File: config.mk
export PLATFORM = sky130hd
export DESIGN_NAME = clk_bank_divider
export DESIGN_NICKNAME = d
export VERILOG_FILES = /design/src/rtl/clk_bank_pkg.sv /design/src/rtl/clk_bank_ctrl.sv /design/src/rtl/clk_bank_dpath.sv /design/src/rtl/clk_bank_divider.sv
export SDC_FILE = /design/constraint.sdc
export NUM_CORES = 1
export LEC_CHECK = 0
export CAP_MARGIN = 5
export CORE_MARGIN = 10
export CORE_UTILIZATION = 44
export DETAILED_ROUTE_END_ITERATION = 10
export PLACE_DENSITY = 0.75
export SYNTH_ARGS = -nofsm -noshare
export SYNTH_HDL_FRONTEND = slang
export SYNTH_SLANG_ARGS = --single-unit
export TNS_END_PERCENT = 50
File: constraint.sdc
create_clock -name clk -period 1.9 [get_ports clk]
set_input_delay 0.38 -clock clk [delete_from_list [all_inputs] [get_ports clk]]
set_output_delay 0.38 -clock clk [all_outputs]
set_load 0.05 [all_outputs]
File: src/rtl/clk_bank_pkg.sv
package clk_bank_pkg;

  localparam int PH_W = 3;

  // index of the ratio class: also the phase bit that gives its level
  typedef enum logic [1:0] {
    RATIO_1 = 2'd0,
    RATIO_2 = 2'd1,
    RATIO_4 = 2'd2
  } ratio_e;

  // control -> datapath strobes
  typedef struct packed {
    logic [PH_W-1:0] ph;       // current phase
    logic [PH_W-1:0] phNext;   // phase after this edge
    logic [2:0]      runNext;  // active flag per ratio class, next value
    logic [2:0]      selNext;  // {C,B,A} selects in force after this edge
  } strobe_t;

  function automatic ratio_e ratioOfA(input logic sel);
    return sel ? RATIO_2 : RATIO_1;
  endfunction

  function automatic ratio_e ratioOfBC(input logic sel);
    return sel ? RATIO_4 : RATIO_2;
  endfunction

  function automatic logic levelFor(input ratio_e r, input logic [PH_W-1:0] ph,
                                    input logic [2:0] run);
    return run[int'(r)] & ~ph[int'(r)];
  endfunction

endpackage

File: src/rtl/clk_bank_ctrl.sv
module clk_bank_ctrl
  import clk_bank_pkg::*;
#(
  parameter int SYNC_STAGES = 2
) (
  input  logic       clk,
  input  logic       rstN,
  input  logic       enRaw,
  input  logic [2:0] selRaw,
  output strobe_t    strobe
);

  localparam logic [PH_W-1:0] WRAP_PH  = '1;
  localparam logic [PH_W-1:0] STOP4_PH = PH_W'(3);
  localparam logic [PH_W-1:0] STOP2_PH = PH_W'(5);
  localparam logic [PH_W-1:0] STOP1_PH = PH_W'(6);

  logic [SYNC_STAGES:0] enChain;
  logic                 armed;
  logic [PH_W-1:0]      ph;
  logic [PH_W-1:0]      phNext;
  logic [2:0]           run;
  logic [2:0]           runNext;
  logic [2:0]           selQ;
  logic [2:0]           selNext;
  logic                 atWrap;

  assign enChain[0] = enRaw;

  for (genvar s = 1; s <= SYNC_STAGES; s++) begin : g_sync
    always_ff @(posedge clk or negedge rstN) begin
      if (!rstN) enChain[s] <= 1'b0;
      else       enChain[s] <= enChain[s-1];
    end
  end

  assign atWrap = (ph == WRAP_PH);
  assign phNext = ph + PH_W'(1);

  always_comb begin
    runNext = run;
    if (armed && atWrap) begin
      runNext = 3'b111;
    end else if (!armed) begin
      if (run[2] && ph == STOP4_PH)            runNext[2] = 1'b0;
      if (run[1] && !run[2] && ph == STOP2_PH) runNext[1] = 1'b0;
      if (run[0] && !run[1] && ph == STOP1_PH) runNext[0] = 1'b0;
    end
  end

  assign selNext = atWrap ? selRaw : selQ;

  always_ff @(posedge clk or negedge rstN) begin
    if (!rstN) begin
      armed <= 1'b0;
      ph    <= '0;
      run   <= '0;
      selQ  <= '0;
    end else begin
      armed <= enChain[SYNC_STAGES];
      ph    <= phNext;
      run   <= runNext;
      selQ  <= selNext;
    end
  end

  assign strobe = '{ph: ph, phNext: phNext, runNext: runNext, selNext: selNext};


  stop_order_2_chk: assert property (@(posedge clk) disable iff (!rstN)
    $fell(run[1]) |-> !run[2]);


  stop_order_1_chk: assert property (@(posedge clk) disable iff (!rstN)
    $fell(run[0]) |-> !run[1]);


  start_together_chk: assert property (@(posedge clk) disable iff (!rstN)
    $rose(run[0]) |-> (run[2:1] == 2'b11));

endmodule

File: src/rtl/clk_bank_dpath.sv
module clk_bank_dpath
  import clk_bank_pkg::*;
#(
  parameter int A_OUTS = 4,
  parameter int B_OUTS = 3,
  parameter int C_OUTS = 1
) (
  input  logic              clk,
  input  logic              rstN,
  input  strobe_t           strobe,
  output logic [A_OUTS-1:0] bankA,
  output logic [B_OUTS-1:0] bankB,
  output logic [C_OUTS-1:0] bankC,
  output logic              runA,
  output logic              runB,
  output logic              runC
);

  ratio_e ratA, ratB, ratC;
  logic   lvlA, lvlB, lvlC;

  assign ratA = ratioOfA(strobe.selNext[0]);
  assign ratB = ratioOfBC(strobe.selNext[1]);
  assign ratC = ratioOfBC(strobe.selNext[2]);

  assign lvlA = levelFor(ratA, strobe.phNext, strobe.runNext);
  assign lvlB = levelFor(ratB, strobe.phNext, strobe.runNext);
  assign lvlC = levelFor(ratC, strobe.phNext, strobe.runNext);

  // one flop per load keeps every output on its own driver
  for (genvar i = 0; i < A_OUTS; i++) begin : g_bankA
    always_ff @(posedge clk or negedge rstN) begin
      if (!rstN) bankA[i] <= 1'b0;
      else       bankA[i] <= lvlA;
    end
  end

  for (genvar i = 0; i < B_OUTS; i++) begin : g_bankB
    always_ff @(posedge clk or negedge rstN) begin
      if (!rstN) bankB[i] <= 1'b0;
      else       bankB[i] <= lvlB;
    end
  end

  for (genvar i = 0; i < C_OUTS; i++) begin : g_bankC
    always_ff @(posedge clk or negedge rstN) begin
      if (!rstN) bankC[i] <= 1'b0;
      else       bankC[i] <= lvlC;
    end
  end

  always_ff @(posedge clk or negedge rstN) begin
    if (!rstN) begin
      runA <= 1'b0;
      runB <= 1'b0;
      runC <= 1'b0;
    end else begin
      runA <= strobe.runNext[int'(ratA)];
      runB <= strobe.runNext[int'(ratB)];
      runC <= strobe.runNext[int'(ratC)];
    end
  end


  start_on_wrap_chk: assert property (@(posedge clk) disable iff (!rstN)
    $rose(runA) |-> (strobe.ph == '0) && bankA[0]);


  no_runt_b_chk: assert property (@(posedge clk) disable iff (!rstN)
    $fell(bankB[0]) |-> $past(bankB[0], 2));

endmodule

File: src/rtl/clk_bank_divider.sv
module clk_bank_divider
  import clk_bank_pkg::*;
#(
  parameter int         A_OUTS      = 4,
  parameter int         B_OUTS      = 3,
  parameter int         C_OUTS      = 1,
  parameter int         SYNC_STAGES = 2,
  parameter logic [4:0] PIN_USED    = 5'b11111  // {rst, selC, selB, selA, en}
) (
  input  logic              clk,
  input  logic              rstN,
  input  logic              enIn,
  input  logic              selA,
  input  logic              selB,
  input  logic              selC,
  output logic [A_OUTS-1:0] bankA,
  output logic [B_OUTS-1:0] bankB,
  output logic [C_OUTS-1:0] bankC,
  output logic              runA,
  output logic              runB,
  output logic              runC
);

  localparam int PIN_COUNT = 5;

  logic [PIN_COUNT-1:0] pinRaw;
  logic [PIN_COUNT-1:0] pinEff;
  strobe_t              strobe;

  assign pinRaw = {rstN, selC, selB, selA, enIn};

  // an absent pin reads as logic 1
  for (genvar p = 0; p < PIN_COUNT; p++) begin : g_tie
    if (PIN_USED[p]) begin : g_live
      assign pinEff[p] = pinRaw[p];
    end else begin : g_tied
      assign pinEff[p] = 1'b1;
    end
  end

  clk_bank_ctrl #(
    .SYNC_STAGES(SYNC_STAGES)
  ) ctrl_i (
    .clk   (clk),
    .rstN  (pinEff[4]),
    .enRaw (pinEff[0]),
    .selRaw(pinEff[3:1]),
    .strobe(strobe)
  );

  clk_bank_dpath #(
    .A_OUTS(A_OUTS),
    .B_OUTS(B_OUTS),
    .C_OUTS(C_OUTS)
  ) dpath_i (
    .clk   (clk),
    .rstN  (pinEff[4]),
    .strobe(strobe),
    .bankA (bankA),
    .bankB (bankB),
    .bankC (bankC),
    .runA  (runA),
    .runB  (runB),
    .runC  (runC)
  );

endmodule

**Word level (Yosys, flattened, before mapping)**

Cells that the tools add are included.

- Equal/unequal tests: 4
- Order comparisons: 3
- Div/mod/pow operators: 0
- Muxes and demuxes: 21
- Add/sub/neg operators: 1
- Bitwise gates (word level): 6
- Reductions and logical operators: 8
- Shifts and indexed selects: 0
- $mul: 0

Operators with widths:

| operator | count |
|---|---|
| 1-bit binary-select mux with 2-bit select | 6 |
| 1-bit two-way mux | 10 |
| 3-bit == test (second input constant) | 3 |
| 2-bit by 3-bit less-than comparator with 1-bit output (second input constant) | 3 |
| 3-bit two-way mux | 3 |
| 1-bit logical AND | 6 |
| 2-bit two-way mux | 2 |
| 3-bit by 1-bit adder with 3-bit output (second input constant) | 1 |
| 1-bit AND | 3 |
| 3-bit by 2-bit == test with 1-bit output (second input constant) | 1 |
| 1-bit inverter | 3 |
| 1-bit logical NOT | 2 |

- Latch bits: 0
- Memory bits (read-only): 0
- Output and inout port bits: 11
- Input bits: 6
- Flip-flop bits (word level): 18
- Memories: 0
- Memory bits (writable): 0

**Logic depth before layout (Yosys ltp)**

- Depth in word-level cells: 9
- Depth in mapped cells: 5
- Mapped depth without buffers: 5

**Hierarchy**

From an unflattened synthesis, not the netlist that was laid out.

- Cell total of the unflattened synthesis: 57
- Area total of the unflattened synthesis: 729.4 µm²

By module, submodules not included:

| module | times used | cells an instance | area each (µm²) |
|---|---|---|---|
| clk_bank_ctrl | 1 | 34 | 464.2 |
| clk_bank_dpath | 1 | 23 | 265.3 |

**Worst setup path before layout**

OpenSTA, ideal clock, no wires.

- Kind: register to register
- From: register ctrl_i.ph[0]
- To: register dpath_i.bankB[2]
- Library setup time: 0.142 ns
- Data required time: 1.758 ns
- Period minus slack after synthesis: 1.517 ns
- Path slack: 0.383 ns
- Cell stages (with the launch flop): 6
- Path buffers: 0
- Arrival: 1.376 ns
- Cell sequence: dfrtp_1 -> ha_1 -> ha_1 -> and2_4 -> a21oi_1 -> o32ai_1

- Cells in the longest elaborated chain, start to end: 8

RTL lines:

| element | line | text |
|---|---|---|
| from (decl) | clk_bank_ctrl.sv:20 | `logic [PH_W-1:0] ph;` |
| from (signal assigned) | clk_bank_ctrl.sv:61 | `ph <= phNext;` |
| 3-bit == test, or another cell as far along | clk_bank_ctrl.sv:47 | `if (run[0] && !run[1] && ph == STOP1_PH) runNext[0] = 1'b0;` |
| 1-bit logical AND (on tied branches) | clk_bank_ctrl.sv:47, clk_bank_ctrl.sv:45, clk_bank_ctrl.sv:46 |  |
| 1-bit two-way mux (on tied branches) | clk_bank_ctrl.sv:47, clk_bank_ctrl.sv:45, clk_bank_ctrl.sv:46 |  |
| 3-bit two-way mux | clk_bank_ctrl.sv:44 | `end else if (!armed) begin` |
| 3-bit two-way mux | clk_bank_ctrl.sv:42 | `if (armed && atWrap) begin` |
| 1-bit binary-select mux with 2-bit select | clk_bank_pkg.sv:30 | `return run[int'(r)] & ~ph[int'(r)];` |
| 1-bit two-way mux (implied by the code) | clk_bank_pkg.sv:30 |  |
| 1-bit AND (*) | clk_bank_pkg.sv:30 |  |
| named net dpath_i.lvlB | clk_bank_dpath.sv:20 | `logic lvlA, lvlB, lvlC;` |
| to (signal, indexed assignment) | clk_bank_dpath.sv:41 | `else bankB[i] <= lvlB;` |
| to (decl) | clk_bank_dpath.sv:12 | `output logic [B_OUTS-1:0] bankB,` |

Mark *: on every way through the listed nets, which the timed path passes. The rest lies on a longest branch. The select of a mux whose other input is x is not followed.

**Worst setup path in the final report**

- From: register dpath_i.runC
- To: output runC

RTL lines:

| element | line | text |
|---|---|---|
| from (decl) | clk_bank_dpath.sv:16 | `output logic runC` |
| from (signal assigned) | clk_bank_dpath.sv:60 | `runC <= strobe.runNext[int'(ratC)];` |
| to (decl) | clk_bank_divider.sv:21 | `output logic runC` |

No word-level cell between the ends.

==> impl_metrics.json <==
{
  "path_clk_slew_ps": 100,
  "fin_tns_setup_ps": 0,
  "via_per_inst": 4.91,
  "clk_latency_ps": 290,
  "leakagePower_nw": 0.436,
  "power_density_mw_per_mm2": 885,
  "fin_crit_ps": 1820,
  "first_global_vias": 451,
  "drtPass1Iterations": 1,
  "finalNetCount": 84,
  "rsz0062_at_grt": "false",
  "synthesis.instances": 56,
  "start_kind": "flop",
  "syn-mean-instance-area_um2": 13.2,
  "via_count": 432,
  "drtIter0Drc": 0,
  "syn-cell-area_um2": 742,
  "yosys.area_share.simple_pct": 5.23,
  "grt_max_degree": 19,
  "cts_sinks": 18,
  "port_buffers": 16,
  "max_freq_mhz": 548,
  "dieArea_mm2": 0.00373,
  "diodes": 0,
  "ir_drop_uv": 650,
  "routed_wl_um": 1300,
  "ys_types": 12,
  "setup_viol": 0,
  "yosys_warnings": 0,
  "synth_xor_area_share_pct": 0,
  "finalHoldViolations": 0,
  "post-route-period-util_pct": 96.0,
  "fin_util_pct": 58.4,
  "postCtsHoldBufs": 0,
  "die_height_um": 61.1,
  "min_path_type": "reg -> reg",
  "gp_congestion": 0.701,
  "cts_buffers": 3,
  "root_buffer": "clkbuf_4",
  "drc": 0,
  "p_total_mw": 0.806,
  "yosys-mux-area-fraction_pct": 8.43,
  "ant_nets": 0,
  "row_count": 14,
  "ys_seq_elements": 18,
  "status": "complete, no violations",
  "grtUsageTotal_pct": 7.45,
  "post_cts_resized": 0,
  "ios": 17,
  "grt_overflow": 0,
  "post_cts_buffers": 0,
  "cp_slowest_cell": "clkdlybuf4s50_1",
  "synth_top_area_cell": "dfrtp_1",
  "dpl.hpwl_um": 1060,
  "syn2layout_area_growth_pct": 22.8,
  "grt_antenna_before_repair": 0,
  "cts_max_path_buffers": 2,
  "path_buf_inv": 1,
  "worstPathArrival_ps": 1440,
  "grt_first_pass_wirelength_um": 2080,
  "drive_gt1_share_pct": 22.2,
  "start_util_pct": 47.6,
  "cp_top_family": "buffers and inverters",
  "synth-seq-area-share_pct": 60.7,
  "worstSetupEndpointType": "output pin",
  "drv_slew": 0,
  "cts_tree": "built",
  "synth_top_area_share_pct": 60.7,
  "cp.required_ps": 1520,
  "skew_ps": 2.91,
  "worstPathCellList": "clkdlybuf4s50_1",
  "crit_path_max_fanout": 1,
  "die_w_um": 61.1,
  "max_stage_delay_ps": 800,
  "routedWlPerCell_um": 14.8,
  "synth_area_leaders": "dfrtp_1, ha_1, mux2i_1, buf_4, o32ai_1",
  "critical_path_class": "reg -> out",
  "coreArea_mm2": 0.00156,
  "synth_fa_ha_area_share_pct": 8.43,
  "syn_nets": 67,
  "cap_violations": 0,
  "synth_top_family_by_area": "buffers and inverters",
  "fillers": 124,
  "synth_compound_area_share_pct": 7.59,
  "htree_levels": 1,
  "worstMarginPinSlew_ps": 509,
  "slew_headroom_pct": 66.0
}
-- flip-flops by register name (all words and copies together), names as in the netlist --
name and count:
ctrl_i.selQ 3, dpath_i.runA 1, ctrl_i.ph 3, ctrl_i.armed 1, dpath_i.runB 1, ctrl_i.run 3, dpath_i.runC 1, ctrl_i.enChain 2
dpath_i.bankC 1, dpath_i.bankB 1, dpath_i.bankA 1
-- cells in the final DEF, fill, tap and decap left out --
| master | n |
|---|---|
| buf_4 | 8 |
| o32ai_1 | 4 |
| and2_4 | 1 |
| ha_1 | 5 |
| mux2i_1 | 4 |
| mux2_2 | 2 |
| a21oi_1 | 1 |
| nand2b_1 | 3 |
| clkbuf_4 | 3 |
| o32ai_2 | 1 |
| inv_1 | 9 |
| dfrtp_1 | 18 |
| clkbuf_8 | 1 |
| nand2_1 | 3 |
| clkdlybuf4s50_1 | 9 |
-- layer usage --
metal | up-vias | part of all wire, % | track usage [%] | wire length, µm
li1 | 212 | - | - | -
met1 | 209 | 44 | 8.98 | 567
met2 | 11 | 48 | 11.2 | 622
met3 | 0 | 8.4 | 3.50 | 109
met4 | 0 | 0 | 2.93 | 0
met5 | - | 0 | 0 | 0
-- cell usage after synthesis --
master / n
inv_1: 9
nand2b_1: 3
mux2i_1: 4
a21oi_1: 1
nand2_1: 3
ha_1: 5
buf_4: 5
dfrtp_1: 18
mux2_2: 2
o32ai_1: 4
and2_4: 1
o32ai_2: 1
-- worst paths after layout --
path | from | to | slack [ps] | cells after the start
worst max-delay path | dpath_i.runC | runC | 80 | 1
worst min-delay path | ctrl_i.enChain[1] | ctrl_i.enChain[2] | 370 | 0
worst max register to register | ctrl_i.ph[0] | dpath_i.bankB[2] | 220 | 5
worst min register to register | ctrl_i.enChain[1] | ctrl_i.enChain[2] | 370 | 0
max in group asynchronous | rstN | dpath_i.bankA[0] | 1310 | 2
min in group asynchronous | rstN | ctrl_i.enChain[2] | 400 | 2
-- where the power goes --
group	internal [mW]	switching, mW
clock	0.117	0.114
sequential	0.405	0.0107
combinational	0.0518	0.108
total	0.574	0.233
-- final cells by class --
class | instances | area [µm²] | area share, %
clock buffer | 4 | 36.3 | 3.98
inverter | 9 | 33.8 | 3.71
multi-input combinational | 24 | 220 | 24.2
sequential | 18 | 450 | 49.5
tap | 16 | 20.0 | 2.20
timing repair buffer | 17 | 150 | 16.5
-- cells by family (layout without fill, tap and decap cells) --
family,count (synthesis),in the layout
flops,18,18
buf+inv,14,30
simple gates,7,7
compound gates,6,6
mux,6,6
fa+ha+maj,5,5
-- per-stage QoR --
step           hold slack [ps]  instance area (µm²)  std cells  worst slack [ps]
2_1_floorplan             84.4                  742         56               383
3_3_place_gp               333                  875         84               228
3_5_place_dp               356                  875         84               206
4_1_cts                    374                  911         88              52.8
5_1_grt                    392                  911         88              4.48
6_report                   374                  911         88              76.0
Note: power is estimated with default switching activity, not from simulation.
